$ cat src/rtl/irq_prio_pkg.sv
package irq_prio_pkg;
    // End-of-interrupt command encoding: {end, rotate, select level}
    localparam logic [2:0] EOI_CMD_SPECIFIC = 3'b101;
    localparam logic [2:0] EOI_CMD_LOWEST   = 3'b100;
endpackage

$ cat src/rtl/irq_edge_capture.sv
module irq_edge_capture #(
    parameter int W = 8
) (
    input  logic         clk,
    input  logic         rst_n,
    input  logic [W-1:0] lvl_i,
    output logic [W-1:0] rise_o
);
    logic [W-1:0] prev_d, prev_q;

    always_comb begin
        prev_d = lvl_i;
        rise_o = lvl_i & ~prev_q;
    end

    always_ff @(posedge clk) begin
        if (!rst_n) prev_q <= '0;
        else        prev_q <= prev_d;
    end
endmodule

$ cat src/rtl/irq_lowest_pick.sv
module irq_lowest_pick #(
    parameter int W  = 8,
    parameter int IW = $clog2(W)
) (
    input  logic [W-1:0]  bits_i,
    output logic          found_o,
    output logic [IW-1:0] idx_o,
    output logic [W-1:0]  onehot_o
);
    always_comb begin
        found_o  = 1'b0;
        idx_o    = '0;
        onehot_o = '0;
        for (int i = W - 1; i >= 0; i--) begin
            if (bits_i[i]) begin
                found_o  = 1'b1;
                idx_o    = IW'(i);
                onehot_o = W'(1) << i;
            end
        end
    end
endmodule

$ cat src/rtl/irq_prio_core.sv
module irq_prio_core
    import irq_prio_pkg::*;
#(
    parameter int N_IRQ = 8,
    parameter int VEC_W = 8,
    localparam int LVL_W = $clog2(N_IRQ)
) (
    input  logic             clk,
    input  logic             rst_n,
    input  logic [N_IRQ-1:0] req_i,
    input  logic [N_IRQ-1:0] mask_i,
    input  logic [VEC_W-1:0] vec_base_i,
    input  logic             ack_i,
    input  logic             eoi_stb_i,
    input  logic [2:0]       eoi_cmd_i,
    input  logic [LVL_W-1:0] eoi_level_i,
    output logic             irq_o,
    output logic [VEC_W-1:0] vec_o,
    output logic [N_IRQ-1:0] irr_o,
    output logic [N_IRQ-1:0] isr_o
);
    typedef struct packed {
        logic [N_IRQ-1:0] irr;
        logic [N_IRQ-1:0] isr;
        logic [VEC_W-1:0] vec;
    } core_state_t;

    core_state_t st_d, st_q;

    logic [N_IRQ-1:0] rise;
    logic             svc_found;
    logic [LVL_W-1:0] svc_idx;
    logic [N_IRQ-1:0] svc_onehot;
    logic [N_IRQ-1:0] allowed;
    logic [N_IRQ-1:0] eligible;
    logic             win_found;
    logic [LVL_W-1:0] win_idx;
    logic [N_IRQ-1:0] win_onehot;

    irq_edge_capture #(.W(N_IRQ)) u_edge (
        .clk    (clk),
        .rst_n  (rst_n),
        .lvl_i  (req_i),
        .rise_o (rise)
    );

    // Highest-priority entry currently in service
    irq_lowest_pick #(.W(N_IRQ), .IW(LVL_W)) u_svc_pick (
        .bits_i   (st_q.isr),
        .found_o  (svc_found),
        .idx_o    (svc_idx),
        .onehot_o (svc_onehot)
    );

    // Only inputs strictly above the top in-service entry may win
    assign allowed  = svc_found ? (svc_onehot - N_IRQ'(1)) : '1;
    assign eligible = st_q.irr & ~mask_i & allowed;

    irq_lowest_pick #(.W(N_IRQ), .IW(LVL_W)) u_win_pick (
        .bits_i   (eligible),
        .found_o  (win_found),
        .idx_o    (win_idx),
        .onehot_o (win_onehot)
    );

    logic             take;
    logic [N_IRQ-1:0] take_bit;
    logic [N_IRQ-1:0] eoi_clr;

    always_comb begin
        take     = ack_i && win_found;
        take_bit = take ? win_onehot : '0;

        eoi_clr = '0;
        if (eoi_stb_i) begin
            if (eoi_cmd_i == EOI_CMD_SPECIFIC)
                eoi_clr = N_IRQ'(1) << eoi_level_i;
            else if (eoi_cmd_i == EOI_CMD_LOWEST)
                eoi_clr = svc_onehot;
        end

        st_d     = st_q;
        st_d.irr = (st_q.irr & ~take_bit) | rise;
        st_d.isr = (st_q.isr & ~eoi_clr) | take_bit;
        if (take)
            st_d.vec = vec_base_i + VEC_W'(win_idx);
    end

    always_ff @(posedge clk) begin
        if (!rst_n) st_q <= '0;
        else        st_q <= st_d;
    end

    assign irq_o = |(st_q.irr & ~mask_i);
    assign vec_o = st_q.vec;
    assign irr_o = st_q.irr;
    assign isr_o = st_q.isr;

    logic unused_idx;
    assign unused_idx = ^svc_idx;
endmodule

$ cat config.mk
export PLATFORM = sky130hd
export DESIGN_NAME = irq_prio_core
export DESIGN_NICKNAME = d
export VERILOG_FILES = /design/src/rtl/irq_prio_pkg.sv /design/src/rtl/irq_edge_capture.sv /design/src/rtl/irq_lowest_pick.sv /design/src/rtl/irq_prio_core.sv
export SDC_FILE = /design/constraint.sdc
export NUM_CORES = 1
export LEC_CHECK = 0
export CAP_MARGIN = 40
export CORE_ASPECT_RATIO = 0.5
export CORE_MARGIN = 8
export CORE_UTILIZATION = 40
export CTS_CLUSTER_DIAMETER = 30
export CTS_CLUSTER_SIZE = 16
export DETAILED_ROUTE_END_ITERATION = 12
export DONT_BUFFER_PORTS = 1
export GPL_TIMING_DRIVEN = 0
export PLACE_DENSITY = 0.55
export SLEW_MARGIN = 20
export SYNTH_ARGS = -nofsm -noshare
export SYNTH_HDL_FRONTEND = slang
export SYNTH_SLANG_ARGS = --single-unit
$ cat constraint.sdc
create_clock -name clk -period 3 [get_ports clk]
set_clock_uncertainty 0.15 [all_clocks]
set_input_delay 0.6 -clock clk [delete_from_list [all_inputs] [get_ports clk]]
set_output_delay 0.6 -clock clk [all_outputs]
set_load 0.02 [all_outputs]
# Word-level counts from Yosys, hierarchy flattened

Cells that the tools add are included.

Flip-flop bits (word level): 32
Latch bits: 0
RAM bits: 0
Memory bits (read-only): 0
Bits of input ports: 34
Output and inout bits: 25
Word-level logic and storage cells: 67
Memories kept: 0

Add/sub/neg operators: 2
Multipliers: 0
Divide/modulo/power cells: 0
Order comparisons: 0
Equality and inequality tests: 2
Shifts and indexed selects: 1
Multiplexer cells: 45
Bitwise operators: 11
Reductions and logical operators: 2

Operator list:

| cell                  | count |
|---|---|
| $mux W8               | 21 |
| $and A8 B8 Y8         | 5 |
| $not A8 Y8            | 4 |
| $mux W3               | 8 |
| $mux W1               | 16 |
| $or A8 B8 Y8          | 2 |
| $add A8 B3 Y8         | 1 |
| $reduce_or A8 Y1      | 1 |
| $shl A1 B3 Y8 const A | 1 |
| $sub A8 B1 Y8 const B | 1 |
| $eq A3 B3 Y1 const B  | 2 |
| $logic_and A1 B1 Y1   | 1 |

# Longest topological paths before layout

Depth in word-level cells: 24
Gate-level depth with buffers: 13
Gate-level depth less buffers: 13

# By module

A second synthesis with hierarchy kept.

Cells, all modules: 249
Area, all modules: 2033.2 um^2

By module, submodules not included:

| module           | times used | cells each | area each (um^2) |
|---|---|---|---|
| irq_prio_core    | 1          | 179        | 1482.7 |
| irq_lowest_pick  | 2          | 23         | 145.1 |
| irq_edge_capture | 1          | 24         | 260.2 |

# Worst setup path after synthesis

No wires, ideal clock.

Path type: reg-to-reg
Start point: reg st_q, in the netlist isr_o[2]
End point: reg st_q, in the netlist vec_o[4]
Arrival: 2.925 ns
Setup slack: -0.192 ns
Stages on the path, launching flop included: 14
Cells stage by stage: dfxtp_1 -> or4_4 -> or3_1 -> a211oi_1 -> o21ai_1 -> a21oi_1 -> ha_1 -> inv_1 -> fa_1 -> nor2b_1 -> o21ai_0 -> xor2_1 -> nand2_1 -> o211a_1

Longest elaborated chain between the ends: 15
Elaborated cells between the ends (all ways): 27

RTL lines:

| item                                                 | line                                     | RTL |
|---|---|---|
| start: declaration                                   | irq_prio_core.sv:28                      | `core_state_t st_d, st_q;` |
| start signal: assignment                             | irq_prio_core.sv:91                      | `else st_q <= st_d;` |
| $mux W8 (3 in series)                                | irq_lowest_pick.sv:15                    | `if (bits_i[i]) begin` |
| $sub A8 B1 Y8                                        | irq_prio_core.sv:56                      | `assign allowed = svc_found ? (svc_onehot - N_IRQ'(1)) : '1;` |
| $mux W8 *                                            | irq_prio_core.sv:56                      |  |
| $and A8 B8 Y8 *                                      | irq_prio_core.sv:57                      | `assign eligible = st_q.irr & ~mask_i & allowed;` |
| $mux W3 or $mux W1 (tied branches) (8 in series)     | irq_lowest_pick.sv:15                    |  |
| $add A8 B3 Y8 or $logic_and A1 B1 Y1 (tied branches) | irq_prio_core.sv:86, irq_prio_core.sv:71 |  |

Mark *: on every way between the ends. The rest lies on a longest branch, timed or not.
A chain may end at the register's enable or synchronous reset.

# Final worst setup path

Start point: reg st_q, in the netlist isr_o[2]
End point: reg st_q, in the netlist vec_o[6]

Same word-level chain as after synthesis.

==> results.json <==
{
  "root_buffer": "clkbuf_8",
  "synth-seq-area-share": 0.3647,
  "die_height_um": 62.86,
  "finalWirelength_mm": 5.024,
  "syn_area_um2": 1757,
  "rsz0062_at_grt": "true",
  "die_area_um2": 6897,
  "finalCriticalPeriod_ns": 3.268,
  "tightest_slew_ns": 0.5668,
  "grt_usage": 0.1489,
  "busiest_layer": "met2",
  "start_util": 0.4068,
  "synth_most_common_cell": "dfxtp_1",
  "crit_arrival_ns": 3.33,
  "grt_max_degree": 12,
  "status": "complete, but fails checks",
  "vias": 1577,
  "place_hpwl_mm": 3.839,
  "whs_path_depth": 1,
  "grt_first_pass_wirelength_mm": 8.100,
  "regArea_um2": 649.4,
  "yosysTopAreaCell": "dfxtp_1",
  "min_period_over_period": 1.089,
  "power_density_nw_per_um2": 585.8,
  "worstHoldStart": "u_edge.prev_q[6]$_SDFF_PN0_",
  "final_core_util": 0.4680,
  "fp.dieW_um": 109.7,
  "cts_tree": "yes",
  "path_class": "reg -> reg",
  "grt_pass1_vias": 1586,
  "drc": 0,
  "cp_max_fo": 5,
  "syn-num-nets": 246,
  "rr_endpoint": "vec_o[6]$_SDFFE_PN0P_",
  "io_buffers": 0,
  "drtIter0Drc": 51,
  "relSlewSlack": 0.6190,
  "worstSetupStartpoint": "isr_o[2]$_SDFF_PN0_",
  "synth_edf_count": 0,
  "synth_top_area_share": 0.3647,
  "drv_slew": 0,
  "n_antenna_cell": 0,
  "hold_ws_ns": 0.2600,
  "nFillCells": 454,
  "use_met3": 0.06790,
  "reg2reg_slack_ns": -0.27,
  "r2r-start": "isr_o[2]$_SDFF_PN0_",
  "path_clk_slew_ns": 0.07,
  "start_kind": "register",
  "synthTopCellsByCount": "32 x dfxtp_1, 22 x nand2_1, 15 x nor2b_1",
  "setup_viol": 5,
  "drv_cap": 0,
  "routedWlPerCell_um": 18.14,
  "holdBufCountCts": 0,
  "drive_gt1_frac": 0.1455,
  "avgSynthCellArea_um2": 8.446,
  "clk_latency_ns": 0.28,
  "fmax_mhz": 306.0,
  "drt_first_pass_iters": 4,
  "worst_slack_ns": -0.2682,
  "ys_seq_elements": 32,
  "grt-ovfl-total": 0,
  "grtUsageMet1": 0.1892,
  "yosys_warnings": 0,
  "core_um2": 4318,
  "async_flop_share": 0,
  "ir_worst_vdd_mv": 0.2849,
  "rows": 17,
  "gp_congestion": 0.7905,
  "antenna_found_initial": 0,
  "hold_viol": 0,
  "power.leakage_nw": 0.8022,
  "min_path_type": "reg -> reg",
  "area_growth_pct": 15.03,
  "cp-end-kind": "register",
  "synthCells": 208,
  "cp.required_ns": 3.06,
  "cts_buffers": 5,
  "grtUsageMet2": 0.2235,
  "ios": 59,
  "r2r_cells": 13,
  "dp_slack_ns": -0.3496,
  "clk_path_buf_depth": 2,
  "cts.htree.levels": 2,
  "multi_input_area_um2": 1084,
  "ant_nets": 0,
  "violations": "setup timing",
  "cts_num_sinks": 32,
  "final_nets": 257,
  "synth_ff_type": "dfxtp_1",
  "viasPerCell": 5.693,
  "yosysUniqueCellTypes": 50,
  "synth_area_leaders": "dfxtp_1 36%, nor2b_1 5.3%, nand2_1 4.7%",
  "hold_end": "irr_o[6]$_SDFF_PN0_"
}
## flip-flops by register name (all words and copies together), names as in the netlist
| signal | count |
|---|---|
| vec_o | 8 |
| irr_o | 8 |
| u_edge.prev_q | 8 |
| isr_o | 8 |
## final cells by class
type / count / share of cell area
multi-input cells: 157 / 0.5362
well taps: 57 / 0.03529
repair buffers: 4 / 0.01486
plain buffers: 9 / 0.01920
clock inverters: 3 / 0.02043
flip-flops and latches: 32 / 0.3214
inverters: 10 / 0.01858
clock buffers: 5 / 0.03406
## power by group
group / internal [W] / switching (W)
Clock: 0.000246 / 0.000169
Sequential: 0.000458 / 0.0000605
Combinational: 0.000111 / 0.000139
Total: 0.000815 / 0.000368
## worst max path at each step
stage / end / slack (ns) / depth (start not counted)
after floorplan: vec_o[6]$_SDFFE_PN0P_ / -0.05 / 13
after global placement: vec_o[6]$_SDFFE_PN0P_ / -0.32 / 13
after detailed placement: vec_o[6]$_SDFFE_PN0P_ / -0.35 / 13
after CTS: vec_o[4]$_SDFFE_PN0P_ / -0.22 / 13
after global routing: vec_o[6]$_SDFFE_PN0P_ / -0.44 / 13
final: vec_o[6]$_SDFFE_PN0P_ / -0.27 / 13
## cells by family (layout without fill, tap and decap cells)
| kind of cell | Yosys count | after routing | share of synthesized area |
|---|---|---|---|
| compound gates | 60 | 60 | 0.2571 |
| fa+ha+maj | 4 | 4 | 0.03277 |
| xor+xnor | 6 | 6 | 0.02991 |
| flops | 32 | 32 | 0.3647 |
| buf+inv | 19 | 31 | 0.04345 |
| simple gates | 87 | 87 | 0.2721 |
## critical path, stage by stage, from the launching register on
cell,delay (ns)
dfxtp_4,0.38
or4_4,0.55
or3_4,0.37
a211oi_4,0.22
o21ai_2,0.09
a21oi_2,0.16
ha_2,0.21
inv_2,0.04
fa_2,0.41
nor2b_4,0.14
o2111ai_2,0.14
xnor2_1,0.17
nand3_1,0.08
o21ai_1,0.10
## metal layers
layer / wire length, um / vias to the layer above
met5: 0 / -
met4: 13 / 0
met3: 555 / 2
met2: 2151 / 55
met1: 2304 / 742
li1: - / 778
## cells in the final DEF (no fill, tap or decap), types with 3 or more instances in the layout
cell type	synthesis	layout
clkbuf_1	7	7
nor3_1	4	4
o211a_1	4	4
xnor2_1	4	4
nor2b_1	15	14
inv_1	10	9
a21boi_1	4	4
nand3_1	6	6
nor2_1	10	10
buf_4	1	5
or3_1	4	3
and2_1	7	7
nand4_1	4	4
o21ai_1	9	9
nand2b_1	4	4
a31oi_1	5	5
clkbuf_8	0	5
a21oi_1	7	6
nand2_1	22	22
dfxtp_1	32	29
o21ai_0	6	5
o211ai_1	3	3
## through the flow
step	cell area, um2	power, W	setup TNS, ns	std cells
global placement	1848	0.0007495	-0.7894	265
floorplan	1777	0.0007042	-0.06198	208
detailed placement	1848	0.0007540	-0.9180	265
CTS	1991	0.001182	-0.4438	276
finish	2021	0.001184	-0.6397	277
global route	2021	0.001246	-1.637	277
## timing repair
action                                  in CTS  in global routing
pin swaps                                    8                  5
resized for setup                            4                  4
buffers inserted                             3                  1
endpoints found under the setup margin       5                  7
Note: power is estimated with default switching activity, not from simulation.
